### config.mk
export PLATFORM = sky130hd
export DESIGN_NAME = i2c_ctl_regs
export DESIGN_NICKNAME = d
export VERILOG_FILES = /design/src/rtl/i2cr_pkg.sv /design/src/rtl/i2cr_event_unit.sv /design/src/rtl/i2cr_read_port.sv /design/src/rtl/i2c_ctl_regs.sv
export SDC_FILE = /design/constraint.sdc
export NUM_CORES = 1
export LEC_CHECK = 0
export ABC_CLOCK_PERIOD_IN_PS = 1400
export CORE_MARGIN = 5
export CORE_UTILIZATION = 49
export CTS_CLUSTER_SIZE = 14
export DETAILED_ROUTE_END_ITERATION = 12
export PLACE_DENSITY = 0.76
export SYNTH_ARGS = -nofsm -noshare
export SYNTH_HDL_FRONTEND = slang
export SYNTH_SLANG_ARGS = --single-unit
### constraint.sdc
create_clock -name clk -period 1.4 [get_ports clk]
set_clock_uncertainty 0.2 [all_clocks]
set_input_delay 0.14 -clock clk [delete_from_list [all_inputs] [get_ports clk]]
set_output_delay 0.14 -clock clk [all_outputs]
set_load 0.01 [all_outputs]
### src/rtl/i2cr_pkg.sv
package i2cr_pkg;
  localparam int OFS_TGT_LO  = 4;
  localparam int OFS_TGT_HI  = 5;
  localparam int OFS_CTRL    = 6;
  localparam int OFS_MODE    = 7;
  localparam int OFS_STAT    = 8;
  localparam int OFS_XSTAT   = 9;
  localparam int OFS_OWN_LO  = 10;
  localparam int OFS_OWN_HI  = 11;
  localparam int OFS_CLKDIV  = 12;
  localparam int OFS_MASK    = 13;
  localparam int OFS_COUNT   = 14;
  localparam int OFS_XCTL    = 15;
  localparam int OFS_DIRECT  = 16;

  localparam int NUM_KEEP = 4;
  localparam int KEEP_OFS [NUM_KEEP] = '{OFS_TGT_LO, OFS_TGT_HI, OFS_OWN_LO, OFS_OWN_HI};

  localparam logic [7:0] MODE_KEEP   = 8'h3D;
  localparam logic [7:0] COUNT_KEEP  = 8'h77;
  localparam logic [7:0] STAT_W1C    = 8'h0A;
  localparam logic [7:0] XSTAT_W1C   = 8'h8F;
  localparam logic [7:0] XCTL_W1C    = 8'hF0;
  localparam logic [7:0] DIRECT_INIT = 8'h0F;

  localparam int MODE_IEN_BIT   = 2;
  localparam int MODE_FLUSH_BIT = 6;
  localparam int MASK_DONE_BIT  = 0;
  localparam int MASK_HALT_BIT  = 3;
endpackage

### src/rtl/i2cr_event_unit.sv
module i2cr_event_unit #(
  parameter int CNT_W = 3
) (
  input  logic             clk,
  input  logic             clr,
  input  logic             go,
  input  logic             sts_wr,
  input  logic             sts_clr_act,
  input  logic             xs_wr,
  input  logic             xs_clr_abort,
  input  logic             ien,
  input  logic             mask_done,
  input  logic             mask_halt,
  input  logic             xfer_done,
  input  logic [CNT_W-1:0] xfer_bytes,
  input  logic             xfer_abort,
  input  logic             halt_done,
  output logic             irq,
  output logic             pend,
  output logic             act,
  output logic             err,
  output logic             abort_flag
);
  logic set_evt;
  logic clr_act;

  assign set_evt = ien && ((xfer_done && (xfer_bytes != '0) && mask_done) ||
                           (halt_done && mask_halt));
  assign clr_act = sts_wr && sts_clr_act;

  always_ff @(posedge clk) begin
    if (clr) begin
      irq        <= 1'b0;
      act        <= 1'b0;
      pend       <= 1'b0;
      err        <= 1'b0;
      abort_flag <= 1'b0;
    end else begin
      if (set_evt)             act <= 1'b1;
      else if (clr_act)        act <= 1'b0;

      if (set_evt)             irq <= 1'b1;
      else if (clr_act && ien) irq <= 1'b0;

      if (go)                             pend <= 1'b1;
      else if (xfer_done || xfer_abort)   pend <= 1'b0;

      if (xfer_abort)      err <= 1'b1;
      else if (xfer_done)  err <= 1'b0;

      if (xfer_abort)                    abort_flag <= 1'b1;
      else if (xs_wr && xs_clr_abort)    abort_flag <= 1'b0;
    end
  end
endmodule

### src/rtl/i2cr_read_port.sv
module i2cr_read_port
  import i2cr_pkg::*;
#(
  parameter int DATA_W = 8,
  parameter int ADDR_W = 5,
  parameter int WINDOW = 18
) (
  input  logic              clk,
  input  logic              rst,
  input  logic              rd,
  input  logic [ADDR_W-1:0] addr,
  input  logic [DATA_W-1:0] keep_val [NUM_KEEP],
  input  logic [DATA_W-1:0] ctrl,
  input  logic [DATA_W-1:0] mode,
  input  logic [DATA_W-1:0] status,
  input  logic [DATA_W-1:0] xstatus,
  input  logic [DATA_W-1:0] clkdiv,
  input  logic [DATA_W-1:0] mask,
  input  logic [DATA_W-1:0] count,
  input  logic [DATA_W-1:0] xctl,
  input  logic [DATA_W-1:0] direct,
  output logic [DATA_W-1:0] rdata
);
  logic [DATA_W-1:0] sel;
  int                a;

  always_comb begin
    a   = int'(addr);
    sel = '0;
    if (a < WINDOW) begin
      case (a)
        OFS_TGT_LO: sel = keep_val[0];
        OFS_TGT_HI: sel = keep_val[1];
        OFS_OWN_LO: sel = keep_val[2];
        OFS_OWN_HI: sel = keep_val[3];
        OFS_CTRL:   sel = ctrl;
        OFS_MODE:   sel = mode;
        OFS_STAT:   sel = status;
        OFS_XSTAT:  sel = xstatus;
        OFS_CLKDIV: sel = clkdiv;
        OFS_MASK:   sel = mask;
        OFS_COUNT:  sel = count;
        OFS_XCTL:   sel = xctl;
        OFS_DIRECT: sel = direct;
        default:    sel = '0;
      endcase
    end
  end

  always_ff @(posedge clk) begin
    if (rst)     rdata <= '0;
    else if (rd) rdata <= sel;
  end
endmodule

### src/rtl/i2c_ctl_regs.sv
module i2c_ctl_regs
  import i2cr_pkg::*;
#(
  parameter int DATA_W = 8,
  parameter int ADDR_W = 5,
  parameter int CNT_W  = 3,
  parameter int WINDOW = 18
) (
  input  logic              clk,
  input  logic              rst,
  input  logic              reg_wr,
  input  logic              reg_rd,
  input  logic [ADDR_W-1:0] reg_addr,
  input  logic [DATA_W-1:0] reg_wdata,
  output logic [DATA_W-1:0] reg_rdata,
  input  logic              xfer_done,
  input  logic [CNT_W-1:0]  xfer_bytes,
  input  logic              xfer_abort,
  input  logic              halt_done,
  input  logic              bus_busy,
  output logic              irq,
  output logic              go_pulse,
  output logic              flush_pulse,
  output logic [DATA_W-1:0] cfg_ctrl,
  output logic [DATA_W-1:0] cfg_clkdiv,
  output logic [DATA_W-1:0] cfg_target,
  output logic              scl_level,
  output logic              sda_level
);
  localparam logic [DATA_W-1:0] MODE_M   = DATA_W'(MODE_KEEP);
  localparam logic [DATA_W-1:0] COUNT_M  = DATA_W'(COUNT_KEEP);
  localparam logic [DATA_W-1:0] XCTL_M   = DATA_W'(XCTL_W1C);
  localparam logic [DATA_W-1:0] DIR_INIT = DATA_W'(DIRECT_INIT);

  logic [DATA_W-1:0] ctrl_q, mode_q, clkdiv_q, mask_q, count_q, xctl_q, direct_q;
  logic [DATA_W-1:0] keep_q [NUM_KEEP];
  logic [DATA_W-1:0] status_v, xstatus_v;
  logic              soft_rst, clr, go_req;
  logic              pend, act, err, abort_flag;

  function automatic logic hit(input logic [ADDR_W-1:0] a, input int ofs);
    return int'(a) == ofs;
  endfunction

  assign soft_rst = reg_wr && hit(reg_addr, OFS_XCTL) && reg_wdata[0];
  assign clr      = rst || soft_rst;
  assign go_req   = reg_wr && hit(reg_addr, OFS_CTRL) && reg_wdata[0];

  // configuration registers cleared by either reset
  always_ff @(posedge clk) begin
    if (clr) begin
      ctrl_q   <= '0;
      mode_q   <= '0;
      clkdiv_q <= '0;
      mask_q   <= '0;
      count_q  <= '0;
      xctl_q   <= '0;
      direct_q <= DIR_INIT;
    end else if (reg_wr) begin
      case (int'(reg_addr))
        OFS_CTRL:   ctrl_q   <= {reg_wdata[DATA_W-1:1], 1'b0};
        OFS_MODE:   mode_q   <= reg_wdata & MODE_M;
        OFS_CLKDIV: clkdiv_q <= reg_wdata;
        OFS_MASK:   mask_q   <= reg_wdata;
        OFS_COUNT:  count_q  <= reg_wdata & COUNT_M;
        OFS_XCTL:   xctl_q   <= xctl_q & ~(reg_wdata & XCTL_M);
        OFS_DIRECT: direct_q <= {{(DATA_W-4){1'b0}}, reg_wdata[3], reg_wdata[2],
                                 reg_wdata[3], reg_wdata[2]};
        default: ;
      endcase
    end
  end

  // request pulses toward the sequencer
  always_ff @(posedge clk) begin
    if (clr) begin
      go_pulse    <= 1'b0;
      flush_pulse <= 1'b0;
    end else begin
      go_pulse    <= go_req;
      flush_pulse <= reg_wr && hit(reg_addr, OFS_MODE) && reg_wdata[MODE_FLUSH_BIT];
    end
  end

  // address bytes: hardware reset only, untouched by soft reset
  for (genvar g = 0; g < NUM_KEEP; g++) begin : g_keep
    always_ff @(posedge clk) begin
      if (rst)                                 keep_q[g] <= '0;
      else if (reg_wr && hit(reg_addr, KEEP_OFS[g])) keep_q[g] <= reg_wdata;
    end
  end

  i2cr_event_unit #(.CNT_W(CNT_W)) u_evt (
    .clk          (clk),
    .clr          (clr),
    .go           (go_req),
    .sts_wr       (reg_wr && hit(reg_addr, OFS_STAT)),
    .sts_clr_act  (reg_wdata[1] & STAT_W1C[1]),
    .xs_wr        (reg_wr && hit(reg_addr, OFS_XSTAT)),
    .xs_clr_abort (reg_wdata[0] & XSTAT_W1C[0]),
    .ien          (mode_q[MODE_IEN_BIT]),
    .mask_done    (mask_q[MASK_DONE_BIT]),
    .mask_halt    (mask_q[MASK_HALT_BIT]),
    .xfer_done    (xfer_done),
    .xfer_bytes   (xfer_bytes),
    .xfer_abort   (xfer_abort),
    .halt_done    (halt_done),
    .irq          (irq),
    .pend         (pend),
    .act          (act),
    .err          (err),
    .abort_flag   (abort_flag)
  );

  assign status_v  = {{(DATA_W-3){1'b0}}, err, act, pend};
  assign xstatus_v = {{(DATA_W-7){1'b0}}, 1'b1, 1'b0, bus_busy, 3'b000, abort_flag};

  i2cr_read_port #(.DATA_W(DATA_W), .ADDR_W(ADDR_W), .WINDOW(WINDOW)) u_rd (
    .clk      (clk),
    .rst      (rst),
    .rd       (reg_rd),
    .addr     (reg_addr),
    .keep_val (keep_q),
    .ctrl     (ctrl_q),
    .mode     (mode_q),
    .status   (status_v),
    .xstatus  (xstatus_v),
    .clkdiv   (clkdiv_q),
    .mask     (mask_q),
    .count    (count_q),
    .xctl     (xctl_q),
    .direct   (direct_q),
    .rdata    (reg_rdata)
  );

  assign cfg_ctrl   = ctrl_q;
  assign cfg_clkdiv = clkdiv_q;
  assign cfg_target = keep_q[0];
  assign scl_level  = direct_q[0];
  assign sda_level  = direct_q[1];
endmodule

# Word level (Yosys, flattened, before mapping)
# Cells that the tools add are included.
[word_totals]
output_inout_bits = 37
in_bits = 24
wordCells = 91
register_bits = 93
[classes]
eq_ne = 22
order_cmp = 1
bitwise_logic = 2
mux = 12
n_reduce_logical = 35
[ops]
columns = ["cell", "count"]
rows = [
  ["one-hot mux 8 bit (13 select lines)", 1],
  ["equality test 5 x 4 -> 1 bit, second input constant", 12],
  ["equality test 5 bit, second input constant", 6],
  ["equality test 5 x 3 -> 1 bit, second input constant", 4],
  ["logical AND 1 bit", 19],
  ["AND reduction 2 bit", 7],
  ["2-to-1 mux 1 bit", 10],
  ["nonzero test 2 bit", 5],
  ["AND 8 bit", 1],
  ["2-to-1 mux 8 bit", 1],
  ["inverter 8 bit", 1],
  ["< comparator 5 bit, second input constant", 1],
  ["logical OR 1 bit", 3],
  ["nonzero test 3 bit", 1],
]

# Logic depth before layout (Yosys ltp)
# Gate-level depths: netlist of the first run.
[logic_depth]
depth_word = 6
ltp_mapped = 7
depth_no_buf = 4

# Cells and area by module
# From an unflattened synthesis of the first run, not the netlist that was laid out.
[hier_totals]
hier_cells = 566
hier_area_um2 = 4654.5
[by_module_without_submodules]
columns = ["module", "cells_per_inst", "seq_area_each_um2", "n_inst", "area_per_inst_um2"]
rows = [
  ["i2c_ctl_regs", 369, 1481.4, 1, 3155.5],
  ["i2cr_read_port", 174, 160.2, 1, 1307.5],
  ["i2cr_event_unit", 23, 100.1, 1, 191.4],
]

# Least setup slack after synthesis of the first run
# OpenSTA, ideal clock, no wires.
[synth_timing]
path_type = "in2reg"
from = "input reg_addr[0]"
to = "register clkdiv_q[0] (netlist: cfg_clkdiv[0])"
stages = 6
path_buffers = 2
slack_ps = -47
required_time_ps = 1083
t_arrival_ps = 1130
setup_ps = 117
cell_sequence = "buf_4 -> buf_4 -> nor2_4 -> nand3_2 -> mux2i_1 -> nor2_1"
[synth_via]
elab_chain_len = 4
word_cells_on_any_way = 6
classes_between = "eq/ne: 2; reduce/logical: 4"
[synth_lines]
columns = ["element", "line_no", "source"]
rows = [
  ["start, declared", "i2c_ctl_regs.sv:13", "input logic [ADDR_W-1:0] reg_addr,"],
  ["equality test 5 bit", "i2c_ctl_regs.sv:42", "return int'(a) == ofs;"],
  ["logical AND 1 bit (2 in a row)", "i2c_ctl_regs.sv:45", "assign soft_rst = reg_wr && hit(reg_addr, OFS_XCTL) && reg_wdata[0];"],
  ["logical OR 1 bit", "i2c_ctl_regs.sv:46", "assign clr = rst || soft_rst;"],
  ["end signal, assigned", "i2c_ctl_regs.sv:63", "OFS_CLKDIV: clkdiv_q <= reg_wdata;"],
  ["end, declared", "i2c_ctl_regs.sv:35", "logic [DATA_W-1:0] ctrl_q, mode_q, clkdiv_q, mask_q, count_q, xctl_q, direct_q;"],
]
# Parallel ways exist; a longest one is shown, timed or not.
# A chain may end at the register's enable or synchronous reset.

# Worst setup path in the final report of the first run
[layout_timing]
from = "register keep_q, in the netlist cfg_target[2]"
to = "register u_rd.rdata[2]"
[layout_via]
elab_chain_len = 2
[layout_lines]
columns = ["element", "line_no", "source"]
rows = [
  ["start, declared", "i2c_ctl_regs.sv:36", "logic [DATA_W-1:0] keep_q [NUM_KEEP];"],
  ["start signal, assigned by index", "i2c_ctl_regs.sv:89", "else if (reg_wr && hit(reg_addr, KEEP_OFS[g])) keep_q[g] <= reg_wdata;"],
  ["one-hot mux 8 bit (13 select lines)", "i2cr_read_port.sv:31", "case (a)"],
  ["2-to-1 mux 8 bit", "i2cr_read_port.sv:30", "if (a < WINDOW) begin"],
  ["end signal, assigned", "i2cr_read_port.sv:52", "else if (rd) rdata <= sel;"],
  ["end, declared", "i2cr_read_port.sv:22", "output logic [DATA_W-1:0] rdata"],
]
# No other way between the ends.

==> results.sh, run 1 <==
export IMPL_synth_cell_types=61
export IMPL_start_util_pct=49.7
export IMPL_grt_remaining_overflow=0
export IMPL_synth_edf_count=0
export IMPL_syn_avg_cell_area_um2=9.41
export IMPL_h_tree_depth=3
export IMPL_synthTopCellsByArea="dfxtp_1 (41%), mux2i_1 (16%), nor2_1 (5.7%)"
export IMPL_synth_seq_area_share_pct=40.6
export IMPL_crit_buf_inv=0
export IMPL_yosysTopAreaCell="dfxtp_1"
export IMPL_leakagePower_uw=0.00280
export IMPL_slowest_stage="dfxtp_2"
export IMPL_port_buffers=59
export IMPL_grt_pass1_wl_mm=23.3
export IMPL_antenna_left=0
export IMPL_viasPerCell=5.93
export IMPL_min_path_type="in -> reg"
export IMPL_ctsLongestPathBuffers=2
export IMPL_cts_sinks=87
export IMPL_vias=4127
export IMPL_critPathMaxFanout=2
export IMPL_violations="negative setup slack"
export IMPL_cts_buffers=9
export IMPL_crit_path_max_incr_delay_ns=0.33
export IMPL_setup_viol=1
export IMPL_cap_violations=0
export IMPL_power_per_cell_area_mw_per_mm2=853
export IMPL_setup_ws_ns=-0.0919
export IMPL_finalCritPeriodShare_pct=107
export IMPL_slew_violations=0
export IMPL_grt_util_all_layers_pct=27.3
export IMPL_hold_viol_final=0
export IMPL_fin_crit_ns=1.49
export IMPL_rows=34
export IMPL_drive_above_1_share_pct=30.1
export IMPL_synth_nets=480
export IMPL_clk_pin_slew_ns=0.10
export IMPL_wl_per_cell_um=21.2
export IMPL_dp_slack_ns=-0.745
export IMPL_syn_cell_area_mm2=0.00429
export IMPL_antenna_diode_count=0
export IMPL_yosys_warnings=0
export IMPL_pin_count=61
export IMPL_cts_tree="built"
export IMPL_insertion_delay_ns=0.37
export IMPL_ys_ff_latch=87
export IMPL_clock_root_buffer="clkbuf_8"
export IMPL_setup_tns_final_ns=-0.0919
export IMPL_endpoint_kind="flip-flop"
export IMPL_required_ns=1.47
export IMPL_rsz0062_at_grt="yes"
export IMPL_crit_arrival_ns=1.56
export IMPL_path_cells="mux2_4 > a32o_1 > nand4b_1 > o21a_1"
export IMPL_synth_most_common_cell="dfxtp_1"
export IMPL_post_route_drc_count=0
export IMPL_grt_antenna_before_repair=0
export IMPL_routabilityCongestion=0.991
export IMPL_ir_drop_v=0.000793
export IMPL_first_pass_iters=5
export IMPL_die_h_um=104
export IMPL_routed_wl_mm=14.8
export IMPL_synth_top_cell_area_share_pct=40.6
export IMPL_outcome="finished, violations left"
export IMPL_criticalPathCategory="reg -> reg"
export IMPL_core_mm2=0.00864
export IMPL_critPathTopFamily="compound AO/OA/AOI/OAI gates"
export IMPL_critical_path_startpoint_type="flip-flop"
export IMPL_hold_buffers=0
export IMPL_grt_pass1_vias=4262
export IMPL_grt_max_degree=30
export IMPL_die_w_um=104
export IMPL_ys_async_sr_fraction_pct=0
export IMPL_dp_hpwl_mm=10.3
export IMPL_nNetsFinal=607
export IMPL_synth_commonest_cells="dfxtp_1 (87), mux2i_1 (67), nor2_1 (65), nand2_1 (30), nand3_1 (23)"
export IMPL_fmax_mhz=670
export IMPL_syn_inst=456
export IMPL_dieArea_mm2=0.0107
export IMPL_yosys_most_used_dff="dfxtp_1"
export IMPL_area_growth_syn_to_layout_pct=39.6
export IMPL_fillers=681
export IMPL_drt_iter0_drc=298
==> per-layer routing <==
layer  up-vias  GRT usage (%)  share of wire, %
met3        44           6.03               8.2
met2       217           44.5                47
met5         -              0                 0
met1      1990           34.4                41
li1       1876              -                 -
met4         0           12.4               3.9
==> what timing repair did <==
action,CTS,global route
gates cloned,4,0
resized for setup,78,35
setup buffers,12,0
endpoints found under the setup margin,123,81
pin swaps,12,14
==> cell usage in the layout, fill, tap and decap left out, types with 6 or more instances in the layout <==
cell type and count:
dlygate4sd2_1 27, buf_4 77, clkdlybuf4s15_1 9, a21o_1 6
nor2_1 65, and3_1 8, buf_12 11, buf_6 10
clkdlybuf4s50_1 16, dfxtp_1 70, nand3_1 22, dfxtp_2 17
nand2_1 30, a21oi_1 20, mux2i_1 67, clkbuf_8 10
==> layout make-up <==
class	count	area (um^2)	area share [%]
Inverter	6	22.5	0.376
Timing Repair Buffer	160	1550	25.9
Sequential cell	87	1760	29.4
Multi-Input combinational cell	319	2310	38.6
Tap cell	108	135	2.26
Clock inverter	6	67.6	1.13
Clock buffer	10	138	2.30
==> report_power, final <==
group / switching (uW) / leakage (uW) / internal [uW]
registers: 13.2 / 0.000710 / 2490
logic: 369 / 0.00199 / 377
clock network: 972 / 0.0000993 / 883
total: 1350 / 0.00280 / 3750
==> per-stage QoR <==
stage               hold slack (ns)  power, uW  instance area, um^2  instances  utilization [%]
finish                        0.219       5110                 5990        696             69.4
global route                  0.242       5280                 5990        696             69.4
CTS                           0.183       5110                 5980        696             69.2
detailed placement            0.247       3200                 5530        664             64.1
global placement              0.242       3200                 5530        664             64.1
floorplan                    0.0574       2860                 4310        456                -
==> kinds of logic after synthesis <==
logic type	after synthesis	synth area share, %
and+or+nand+nor	179	23.9
DFF	87	40.6
muxes	72	16.9
AOI/OAI and AO/OA	67	11.5
buffers and inverters	50	6.97
other	1	0.0874
==> registers in the layout (all words and copies together), names as in the netlist, 4 cells and up <==
signal / flops
cfg_clkdiv: 8
cfg_ctrl: 7
cfg_target: 8
count_q: 6
keep_q: 24
mask_q: 8
mode_q: 5
u_rd.rdata: 8
xctl_q: 4
==> worst paths after layout <==
check / start / endpoint / slack [ns] / cells past startpoint
worst max-delay path: cfg_target[2] / u_rd.rdata[2] / -0.09 / 4
worst min-delay path: reg_addr[4] / u_rd.rdata[1] / 0.22 / 6
worst max register to register: cfg_target[2] / u_rd.rdata[2] / -0.09 / 4
worst min register to register: keep_q[11] / keep_q[11] / 0.26 / 2
==> worst register-to-register path, cell delays in order (launching register included) <==
cell	delay, ns
dfxtp_2	0.33
mux2_4	0.29
a32o_1	0.22
nand4b_1	0.18
o21a_1	0.18
Note: power is estimated with default switching activity, not from simulation.
==> run 2: changes to the inputs <==
REMOVE_ABC_BUFFERS = 1   (was default)
==> run 2 against run 1 <==
Effect of this change:
- the flow still finishes with violations (negative setup slack)
- utilization increased by 0.88 points
- sequential power about the same
- maximum frequency increased by 1.9%
- die area unchanged
- clock-buffer cell count increased by 3
- cell area increased by 1.3%
- critical path depth increased by 2
- clock power decreased by 17%
==> results.sh, run 2 (same netlist as run 1, synthesis figures left out) <==
export IMPL_cts_buffers=9
export IMPL_dp_hpwl_mm=10.1
export IMPL_power_switching_uw=1290
export IMPL_critPathMaxFanout=7
export IMPL_fin_crit_ns=1.46
export IMPL_hp_start="reg_wdata[6]"
export IMPL_hold_buffers=0
export IMPL_pwr_share_comb_pct=15.9
export IMPL_fillers=670
export IMPL_min_path_type="in -> reg"
export IMPL_highest_layer="met4"
export IMPL_slew_violations=0
export IMPL_largest_reg_flops=24
export IMPL_clock_root_buffer="clkbuf_8"
export IMPL_drive_above_1_share_pct=31.1
export IMPL_post_route_drc_count=0
export IMPL_critical_path_startpoint_type="input port"
export IMPL_finalCritPeriodShare_pct=105
export IMPL_antenna_diode_count=0
export IMPL_insertion_delay_ns=0.36
export IMPL_setup_ws_ns=-0.0641
export IMPL_wl_per_cell_um=21.0
export IMPL_power_per_cell_area_mw_per_mm2=794
export IMPL_grt_pass1_vias=4352
export IMPL_dieArea_mm2=0.0107
export IMPL_area_growth_syn_to_layout_pct=41.4
export IMPL_antenna_left=0
export IMPL_final_common_cell="buf_4"
export IMPL_grt_util_all_layers_pct=27.1
export IMPL_seqPwrFrac_pct=52.0
export IMPL_clk_pin_slew_ns=0.08
export IMPL_p_int_uw=3520
export IMPL_reg2reg_to="u_rd.rdata[2]"
export IMPL_grt_antenna_before_repair=0
export IMPL_final_cell_mix="buf_4 (92), dfxtp_1 (80), mux2i_1 (67)"
export IMPL_r2r_cells=4
export IMPL_fin_util_pct=70.2
export IMPL_hold_end="flush_pulse"
export IMPL_die_w_um=104
export IMPL_cap_violations=0
export IMPL_reg2reg_slack_ns=-0.04
export IMPL_nNetsFinal=620
export IMPL_cts_tree="built"
export IMPL_routed_wl_mm=14.9
export IMPL_met3_length_mm=1.09
export IMPL_dp_slack_ns=-0.703
export IMPL_drt_iter0_drc=316
export IMPL_power_frac_clock_pct=32.1
export IMPL_grt_max_degree=18
export IMPL_first_pass_iters=4
export IMPL_die_h_um=104
export IMPL_routabilityCongestion=0.947
export IMPL_crit_start="reg_addr[0]"
export IMPL_ir_drop_v=0.000500
export IMPL_r2r_start="cfg_target[2]"
export IMPL_cts_sinks=87
export IMPL_top_register="keep_q"
export IMPL_hold_viol_final=0
export IMPL_endpoint_kind="flip-flop"
export IMPL_vias=4179
export IMPL_core_mm2=0.00864
export IMPL_grt_remaining_overflow=0
export IMPL_rows=34
export IMPL_wl_met2_mm=6.96
export IMPL_criticalPathCategory="in -> reg"
export IMPL_required_ns=1.44
export IMPL_grt_pass1_wl_mm=23.3
export IMPL_crit_arrival_ns=1.50
export IMPL_placed_area_mm2=0.00557
export IMPL_start_util_pct=49.7
export IMPL_violations="negative setup slack"
export IMPL_stdcell_area_mm2=0.00607
export IMPL_port_buffers=59
export IMPL_setup_viol=7
export IMPL_h_tree_depth=3
export IMPL_viasPerCell=5.89
export IMPL_ctsLongestPathBuffers=2
export IMPL_power_share_switching_pct=26.8
export IMPL_worstHoldPathCells=3
export IMPL_rsz0062_at_grt="yes"
export IMPL_fmax_mhz=683
export IMPL_pin_count=61
export IMPL_outcome="finished, violations left"
export IMPL_drt_met1_wl_mm=6.14
export IMPL_leakagePower_uw=0.00285
run 2: how the worst max path moves through the flow:
stage / endpoint / slack [ns] / depth (start not counted)
floorplan: mode_q[0] / -0.36 / 4
global placement: u_rd.rdata[4] / -0.67 / 8
detailed placement: mode_q[0] / -0.70 / 8
CTS: u_rd.rdata[2] / -0.04 / 4
global route: u_rd.rdata[2] / -0.13 / 4
finish: u_rd.rdata[6] / -0.06 / 6
run 2: per-layer routing:
layer / global-route usage (%) / up-vias
met3: 5.41 / 49
met1: 34.2 / 1997
met4: 13.7 / 0
met2: 43.6 / 221
met5: 0 / -
li1: - / 1912
run 2: what timing repair did:
action	CTS	global route
endpoints found under the hold margin	0	0
pin swaps	20	5
endpoints found under the setup margin	123	46
gates resized for setup	94	21
setup buffers	12	0
gates cloned	6	0
run 2: power groups by stage:
stage	clock network [uW]	registers, uW	logic, uW
floorplan	0	2560	165
global placement	0	2560	629
detailed placement	0	2560	637
CTS	1570	2500	741
global route	1670	2510	794
finish	1540	2500	767
run 2: cell type report:
class,count,area [um^2],share of cell area (%)
clock buffer,13,139,2.29
clock inverter,3,20.0,0.330
inverter,6,22.5,0.371
multi-input combinational,319,2380,39.3
sequential,87,1750,28.9
tap,108,135,2.23
timing repair buffer,173,1620,26.7
run 2: worst max-delay path, cell delays in order:
cell             delay [ns]
clkdlybuf4s15_1        0.33
buf_4                  0.22
mux2i_1                0.27
o21ai_2                0.11
a2111oi_4              0.34
a221oi_2               0.09
run 2: stage by stage:
stage                     std cells  setup TNS [ns]  total power, uW  hold WS (ns)
after global placement          676          -51.50             3190         0.241
after floorplan                 412          -13.34             2730       0.00625
after detailed placement        676          -54.11             3200         0.249
after global routing            709          -0.866             4970         0.220
after CTS                       710         -0.0383             4810         0.216
final                           709          -0.226             4820         0.211
